### config.mk
export PLATFORM = sky130hd
export DESIGN_NAME = sdram_rule_eval
export DESIGN_NICKNAME = d
export VERILOG_FILES = /design/src/rtl/sdram_chk_pkg.sv /design/src/rtl/sdram_rule_eval.sv
export SDC_FILE = /design/constraint.sdc
export NUM_CORES = 1
export LEC_CHECK = 0
export BUFFER_PORTS_ARGS = -buffer_cell sky130_fd_sc_hd__buf_2
export CAP_MARGIN = 5
export CORE_AREA = 2 2 39 41
export DETAILED_ROUTE_END_ITERATION = 6
export DIE_AREA = 0 0 41 43
export PLACE_DENSITY_LB_ADDON = 0.08
export SETUP_SLACK_MARGIN = 0.1
export SLEW_MARGIN = 30
export SYNTH_ARGS = -nofsm -noshare
export SYNTH_HDL_FRONTEND = slang
export SYNTH_SLANG_ARGS = --single-unit
### constraint.sdc
create_clock -name vclk -period 1.68
set_clock_uncertainty 0.05 [all_clocks]
set_input_delay 0.168 -clock vclk [all_inputs]
set_output_delay 0.168 -clock vclk [all_outputs]
set_load 0.02 [all_outputs]
### src/rtl/sdram_chk_pkg.sv
package sdram_chk_pkg;

   typedef enum logic [3:0] {
      CMD_MRS, CMD_REF, CMD_PRE, CMD_ACT,
      CMD_WR,  CMD_RD,  CMD_BST, CMD_NOP, CMD_DSEL
   } cmd_e;

   typedef enum logic [1:0] {
      BK_IDLE, BK_OPEN, BK_REF, BK_MODE
   } bank_e;

   typedef enum logic [3:0] {
      RULE_NONE    = 4'd0,
      RULE_BUSY    = 4'd1,
      RULE_NOTIDLE = 4'd2,
      RULE_REOPEN  = 4'd3,
      RULE_CLOSED  = 4'd4,
      RULE_RCD     = 4'd5,
      RULE_RASMIN  = 4'd6,
      RULE_RRD     = 4'd7,
      RULE_RASMAX  = 4'd8
   } rule_e;

endpackage

### src/rtl/sdram_rule_eval.sv
module sdram_rule_eval
   import sdram_chk_pkg::*;
#(
   parameter int BANK_W    = 1,
   parameter int NUM_BANKS = 2,
   parameter int AGE_W     = 5,
   parameter int T_RCD     = 2,
   parameter int T_RAS_MIN = 4,
   parameter int T_RAS_MAX = 20,
   parameter int T_RRD     = 2
) (
   input  cmd_e              cmd,
   input  logic [BANK_W-1:0] ba,
   input  logic              a10,
   input  bank_e             bank_st  [NUM_BANKS],
   input  logic [AGE_W-1:0]  bank_age [NUM_BANKS],
   input  logic [AGE_W-1:0]  rrd_age,
   input  logic [BANK_W-1:0] rrd_bank,
   output logic              accept,
   output logic              ill,
   output logic              tim,
   output rule_e             rule
);
   localparam logic [AGE_W-1:0] LIM_RCD = AGE_W'(T_RCD);
   localparam logic [AGE_W-1:0] LIM_RAS = AGE_W'(T_RAS_MIN);
   localparam logic [AGE_W-1:0] LIM_MAX = AGE_W'(T_RAS_MAX);
   localparam logic [AGE_W-1:0] LIM_RRD = AGE_W'(T_RRD);

   bank_e            sel_st;
   logic [AGE_W-1:0] sel_age;
   logic             any_busy, any_open, is_rw, bank_cmd, all_cmd;
   logic             cmd_tim, ras_max;
   rule_e            ill_code, tim_code;

   always_comb begin
      sel_st   = bank_st[ba];
      sel_age  = bank_age[ba];
      is_rw    = (cmd == CMD_RD) || (cmd == CMD_WR);
      bank_cmd = is_rw || (cmd == CMD_PRE) || (cmd == CMD_ACT) || (cmd == CMD_BST);
      all_cmd  = (cmd == CMD_MRS) || (cmd == CMD_REF);
      any_busy = 1'b0;
      any_open = 1'b0;
      for (int b = 0; b < NUM_BANKS; b++) begin
         if ((bank_st[b] == BK_REF) || (bank_st[b] == BK_MODE)) any_busy = 1'b1;
         if (bank_st[b] == BK_OPEN) any_open = 1'b1;
      end

      ill      = 1'b1;
      ill_code = RULE_NONE;
      if (bank_cmd && ((sel_st == BK_REF) || (sel_st == BK_MODE)))
         ill_code = RULE_BUSY;
      else if (all_cmd && any_busy)
         ill_code = RULE_BUSY;
      else if (all_cmd && any_open)
         ill_code = RULE_NOTIDLE;
      else if ((cmd == CMD_ACT) && (sel_st == BK_OPEN))
         ill_code = RULE_REOPEN;
      else if (is_rw && (sel_st == BK_IDLE))
         ill_code = RULE_CLOSED;
      else
         ill = 1'b0;
      accept = !ill;

      cmd_tim  = accept;
      tim_code = RULE_NONE;
      if (is_rw && (sel_age < LIM_RCD))
         tim_code = RULE_RCD;
      else if ((cmd == CMD_PRE) && (sel_st == BK_OPEN) && (sel_age < LIM_RAS))
         tim_code = RULE_RASMIN;
      else if ((cmd == CMD_ACT) && (rrd_bank != ba) && (rrd_age < LIM_RRD))
         tim_code = RULE_RRD;
      else
         cmd_tim = 1'b0;

      ras_max = 1'b0;
      for (int b = 0; b < NUM_BANKS; b++) begin
         if ((bank_st[b] == BK_OPEN) && (bank_age[b] == LIM_MAX) &&
             !(accept && (ba == BANK_W'(b)) &&
               ((cmd == CMD_PRE) || (is_rw && a10))))
            ras_max = 1'b1;
      end

      tim = cmd_tim || ras_max;
      if (ill)          rule = ill_code;
      else if (cmd_tim) rule = tim_code;
      else if (ras_max) rule = RULE_RASMAX;
      else              rule = RULE_NONE;
   end
endmodule

### Word level (Yosys, flattened, before mapping)

Index checks and enable logic that the tools add are counted.

| storage, ports and cells | value |
|---|---|
| register bits after elaboration | 0 |
| input port bits | 26 |
| word-level logic and storage cells | 89 |

| operators by class | value |
|---|---|
| multiplexer cells | 31 |
| equal/unequal tests | 18 |
| magnitude comparators | 4 |
| reductions and logical operators | 34 |
| bitwise operators | 2 |

Operator list:

| operator | count |
|---|---|
| $mux W3 | 8 |
| $logic_and A1 B1 Y1 | 19 |
| $mux W5 | 3 |
| $mux W1 | 14 |
| $eq A2 B2 Y1 const B | 6 |
| $eq A4 B3 Y1 const B | 3 |
| $mux W4 | 3 |
| $eq A5 B5 Y1 const B | 2 |
| $logic_or A1 B1 Y1 | 10 |
| $lt A5 B2 Y1 const B | 2 |
| $eq A4 B2 Y1 const B | 2 |
| $eq A2 B1 Y1 const B | 3 |
| $mux W2 | 3 |
| $lt A5 B3 Y1 const B | 1 |
| $eq A4 B1 Y1 const B | 1 |
| $logic_not A4 Y1 | 1 |
| $logic_not A1 Y1 | 3 |
| $ge A2 B2 Y1 const B | 1 |
| $logic_not A2 Y1 | 1 |
| $not A1 Y2 | 1 |
| $ne A1 B1 Y1 | 1 |
| $not A1 Y1 | 1 |

### Longest topological paths before layout

| logic depth | value |
|---|---|
| word-level depth | 21 |
| mapped depth | 6 |
| depth with buffers taken out | 5 |

### Worst setup path before layout

No wires, ideal clock.

| timing | value |
|---|---|
| path kind | in2out |
| from | input port ba |
| to | output port rule[3] |
| path buffers | 1 |
| arrival | 1.476 ns |
| path slack | -0.014 ns |
| data required time | 1.462 ns |
| stages | 6 |
| cell sequence | buf_6 -> mux2i_1 -> a211oi_1 -> a31o_2 -> nand2b_2 -> nor4_2 |

| on the way | value |
|---|---|
| word-level cells in the longest chain between the ends | 21 |

Ends and longest elaborated chain:

| what | line | RTL |
|---|---|---|
| from (decl) | sdram_rule_eval.sv:13 | `input logic [BANK_W-1:0] ba,` |
| $not A1 Y2 (not written as such) (*) | sdram_rule_eval.sv:36 | `sel_st = bank_st[ba];` |
| $mux W2 (not written as such) (*) (3 in series) | sdram_rule_eval.sv:36 |  |
| $logic_not A2 Y1 | sdram_rule_eval.sv:58 | `else if (is_rw && (sel_st == BK_IDLE))` |
| $logic_and A1 B1 Y1 | sdram_rule_eval.sv:58 |  |
| $mux W1 | sdram_rule_eval.sv:58 |  |
| $mux W1 | sdram_rule_eval.sv:56 | `else if ((cmd == CMD_ACT) && (sel_st == BK_OPEN))` |
| $mux W1 | sdram_rule_eval.sv:54 | `else if (all_cmd && any_open)` |
| $mux W1 | sdram_rule_eval.sv:52 | `else if (all_cmd && any_busy)` |
| (+1 left out) | n/a |  |
| net ill | sdram_rule_eval.sv:20 | `output logic ill,` |
| $logic_not A1 Y1 | sdram_rule_eval.sv:62 | `accept = !ill;` |
| $logic_and A1 B1 Y1 (2 in series) | sdram_rule_eval.sv:78 | `!(accept && (ba == BANK_W'(b)) &&` |
| $logic_not A1 Y1 | sdram_rule_eval.sv:78 |  |
| $logic_and A1 B1 Y1 | sdram_rule_eval.sv:77 | `if ((bank_st[b] == BK_OPEN) && (bank_age[b] == LIM_MAX) &&` |
| $mux W1 (2 in series) | sdram_rule_eval.sv:77 |  |
| $mux W4 | sdram_rule_eval.sv:86 | `else if (ras_max) rule = RULE_RASMAX;` |
| $mux W4 | sdram_rule_eval.sv:85 | `else if (cmd_tim) rule = tim_code;` |
| $mux W4 (*) | sdram_rule_eval.sv:84 | `if (ill) rule = ill_code;` |
| to (decl) | sdram_rule_eval.sv:22 | `output rule_e rule` |

The timed path passes the listed nets; every way through them passes the cells marked *. The select of a mux whose other input is x is not followed.

### Worst setup path in the final report

| timing | value |
|---|---|
| from | input port cmd[3] |
| to | output port tim |

| on the way | value |
|---|---|
| word-level cells in the longest chain between the ends | 16 |

Ends and longest elaborated chain:

| what | line | RTL |
|---|---|---|
| from (decl) | sdram_rule_eval.sv:12 | `input cmd_e cmd,` |
| $eq A4 B3 Y1 | sdram_rule_eval.sv:38 | `is_rw = (cmd == CMD_RD) \|\| (cmd == CMD_WR);` |
| $logic_or A1 B1 Y1 | sdram_rule_eval.sv:38 |  |
| $logic_and A1 B1 Y1 | sdram_rule_eval.sv:58 |  |
| $mux W1 | sdram_rule_eval.sv:58 |  |
| $mux W1 | sdram_rule_eval.sv:56 |  |
| $mux W1 | sdram_rule_eval.sv:54 |  |
| $mux W1 | sdram_rule_eval.sv:52 |  |
| $mux W1 | sdram_rule_eval.sv:50 | `if (bank_cmd && ((sel_st == BK_REF) \|\| (sel_st == BK_MODE)))` |
| $logic_not A1 Y1 | sdram_rule_eval.sv:62 |  |
| $logic_and A1 B1 Y1 (2 in series) | sdram_rule_eval.sv:78 |  |
| $logic_not A1 Y1 | sdram_rule_eval.sv:78 |  |
| $logic_and A1 B1 Y1 | sdram_rule_eval.sv:77 |  |
| $mux W1 (2 in series) | sdram_rule_eval.sv:77 |  |
| $logic_or A1 B1 Y1 (*) | sdram_rule_eval.sv:83 | `tim = cmd_tim \|\| ras_max;` |
| to (decl) | sdram_rule_eval.sv:21 | `output logic tim,` |

Mark *: on every way between the ends. The rest lies on a longest branch, timed or not.

==> results.py <==
metrics = {
    "logic_synthesis": {
        "syn_avg_cell_area_um2": 6.81,
        "yosysSeqAreaShare_pct": 0,
        "synthCells": 61,
        "ys_types": 33,
        "netlist_area_um2": 415,
        "yosys_warnings": 0,
        "synth_fp_nets": 87,
    },
    "power_and_ir_drop": {
        "p_per_area_nw_per_um2": 210,
        "p_seq_share_pct": 0,
        "leakage_nw": 0.389,
        "power_mw": 0.184,
        "swShare_pct": 47.5,
        "switchingPower_mw": 0.0872,
        "p_int_mw": 0.0963,
        "combPwrFrac_pct": 100.0,
        "clockPowerShare_pct": 0,
        "peakVddDrop_v": 0.000100,
    },
    "timing": {
        "worst_pin_slew_ps": 326,
        "max_freq_mhz": 578,
        "drv_slew": 0,
        "holdWs_ps": 808,
        "relSlewSlack_pct": 78.1,
        "grt_setup_unrepaired": "true",
        "fin_crit_sh_pct": 103,
        "finalSetupViolCount": 2,
        "fin_crit_ps": 1730,
        "setup_ws_ps": -50.0,
        "hold_viol_final": 0,
    },
    "finish": {
        "drive_above_1_share_pct": 61.3,
        "clock_buffers": 0,
        "fillerInstances": 135,
        "seq_cells": 0,
        "syn_to_final_growth_pct": 110,
        "ff_latch_area_um2": 0,
        "nNetsFinal": 134,
        "n_antenna_cell": 0,
        "post-route-util_pct": 63.1,
    },
    "drt": {
        "firstDrtPassIters": 2,
        "wirelength_um": 1520,
        "via_per_inst": 5.33,
        "ant_nets": 0,
        "wire_per_inst_um": 12.4,
        "drc": 0,
        "drt_iter0_drc": 1,
        "vias": 650,
    },
    "worst_setup_path": {
        "worstPathCellList": "buf_8, o21bai_4, or3_4, a31o_4, nor3b_4, o21ai_2, buf_6",
        "worstPathRequired_ps": 1460,
        "path_max_fanout": 6,
        "startpoint_type": "primary input",
        "criticalPathCategory": "in -> out",
        "crit_arrival_ps": 1510,
        "max_stage_delay_ps": 380,
        "cp.depth": 7,
        "cpMaxStageDelayCell": "or3_4",
        "worstSetupStartpoint": "cmd[3]",
        "crit_family": "compound AO/OA/AOI/OAI gates",
        "cp-end-kind": "output port",
        "cp.buffers_inverters": 2,
    },
    "worst_hold_path": {
        "hold_path_class": "in -> out",
        "holdPathStages": 4,
        "hp-start": "bank_st[1]",
    },
    "placed_design": {
        "gp_congestion": 0.779,
        "portBuffers": 32,
        "place_hpwl_um": 1210,
    },
    "grt": {
        "grt_max_degree": 12,
        "grt_overflow": 0,
        "gr-usage-all-layers_pct": 18.8,
        "grt_pass1_wl_um": 2410,
        "antenna_found_initial": 0,
        "grt_pass1_vias": 594,
    },
    "run": {
        "max-cap-violations": 0,
    },
    "clock_network": {
        "hold_buffers": 0,
    },
    "floorplanning": {
        "dieArea_um2": 1760,
        "die_h_um": 43,
        "row_count": 14,
        "die_x_um": 41,
        "initial_core_util_pct": 30.0,
        "core_um2": 1380,
        "io_pins": 33,
    },
    "run_status": {
        "failed_checks": "setup timing",
        "status": "finished, violations left",
    },
}
[area by class of cell]
| class | instances | area, um^2 | share of cell area (%) |
|---|---|---|---|
| well taps | 16 | 20.0 | 2.29 |
| multi-input cells | 57 | 524 | 60.0 |
| inverters | 3 | 11.3 | 1.29 |
| repair buffers | 46 | 318 | 36.4 |
[worst paths after layout]
kind,end
max,tim
min,rule[0]
[cells by family after synthesis]
family	count (synthesis)	share of synthesized area, %
XOR/XNOR	1	2.11
AND/OR/NAND/NOR	37	59.0
buffers and inverters	4	5.42
AO/OA/AOI/OAI	14	21.1
multiplexers	5	12.3
[placed cells by master, fill, tap and decap left out, types with 3 or more instances in the layout]
master / synthesis / routed
buf_2: 0 / 25
nand2_1: 6 / 6
buf_4: 0 / 15
nor3_1: 4 / 4
buf_6: 1 / 4
o21ai_0: 6 / 6
nand3_1: 3 / 3
inv_1: 3 / 3
[synthesized netlist by cell type, drive strengths merged (2+ instances only)]
| library cell | n | area share (%) |
|---|---|---|
| inv | 3 | 2.7 |
| nand3b | 2 | 3.6 |
| nor4 | 4 | 7.5 |
| o21ai | 7 | 8.4 |
| nor3b | 4 | 7.2 |
| nand2b | 2 | 3.6 |
| nor3 | 4 | 4.8 |
| mux2i | 4 | 9.6 |
| nand2 | 6 | 5.4 |
| nand3 | 3 | 3.6 |
| nor4b | 2 | 4.2 |
| nor2 | 2 | 1.8 |
[power groups by stage]
| stage | sequential (mW) | clock, mW | combinational (mW) |
|---|---|---|---|
| 2_1_floorplan | 0 | 0 | 0.0692 |
| 3_3_place_gp | 0 | 0 | 0.137 |
| 3_5_place_dp | 0 | 0 | 0.138 |
| 4_1_cts | 0 | 0 | 0.165 |
| 5_1_grt | 0 | 0 | 0.198 |
| 6_report | 0 | 0 | 0.184 |
[tightest hold or removal path, cell delays in order]
cell	delay, ps
buf_2	140
o21ai_0	120
nand4_1	100
buf_2	170
[repair_timing]
item | 4_1_cts | 5_1_grt
resized for setup | 25 | 9
setup endpoints to repair | 7 | 7
buffers inserted | 2 | 1
pin swaps | 5 | 2
[through the flow]
| step | TNS [ps] | instances | instance area (um^2) | worst slack, ps |
|---|---|---|---|---|
| CTS | -32.7 | 121 | 808 | -18.4 |
| global placement | -210 | 120 | 687 | -104 |
| finish | -50.7 | 122 | 873 | -50.0 |
| global route | -262 | 122 | 873 | -111 |
| floorplan | 0 | 61 | 428 | 87.2 |
| detailed placement | -211 | 120 | 687 | -109 |
[layer usage]
metal / vias to the layer above / wire (um) / GRT usage [%]
met3: 0 / 45 / 0
li1: 332 / - / -
met1: 303 / 659 / 25.6
met2: 15 / 813 / 33.4
met5: - / 0 / 0
met4: 0 / 0 / 0
Note: power is estimated with default switching activity, not from simulation.
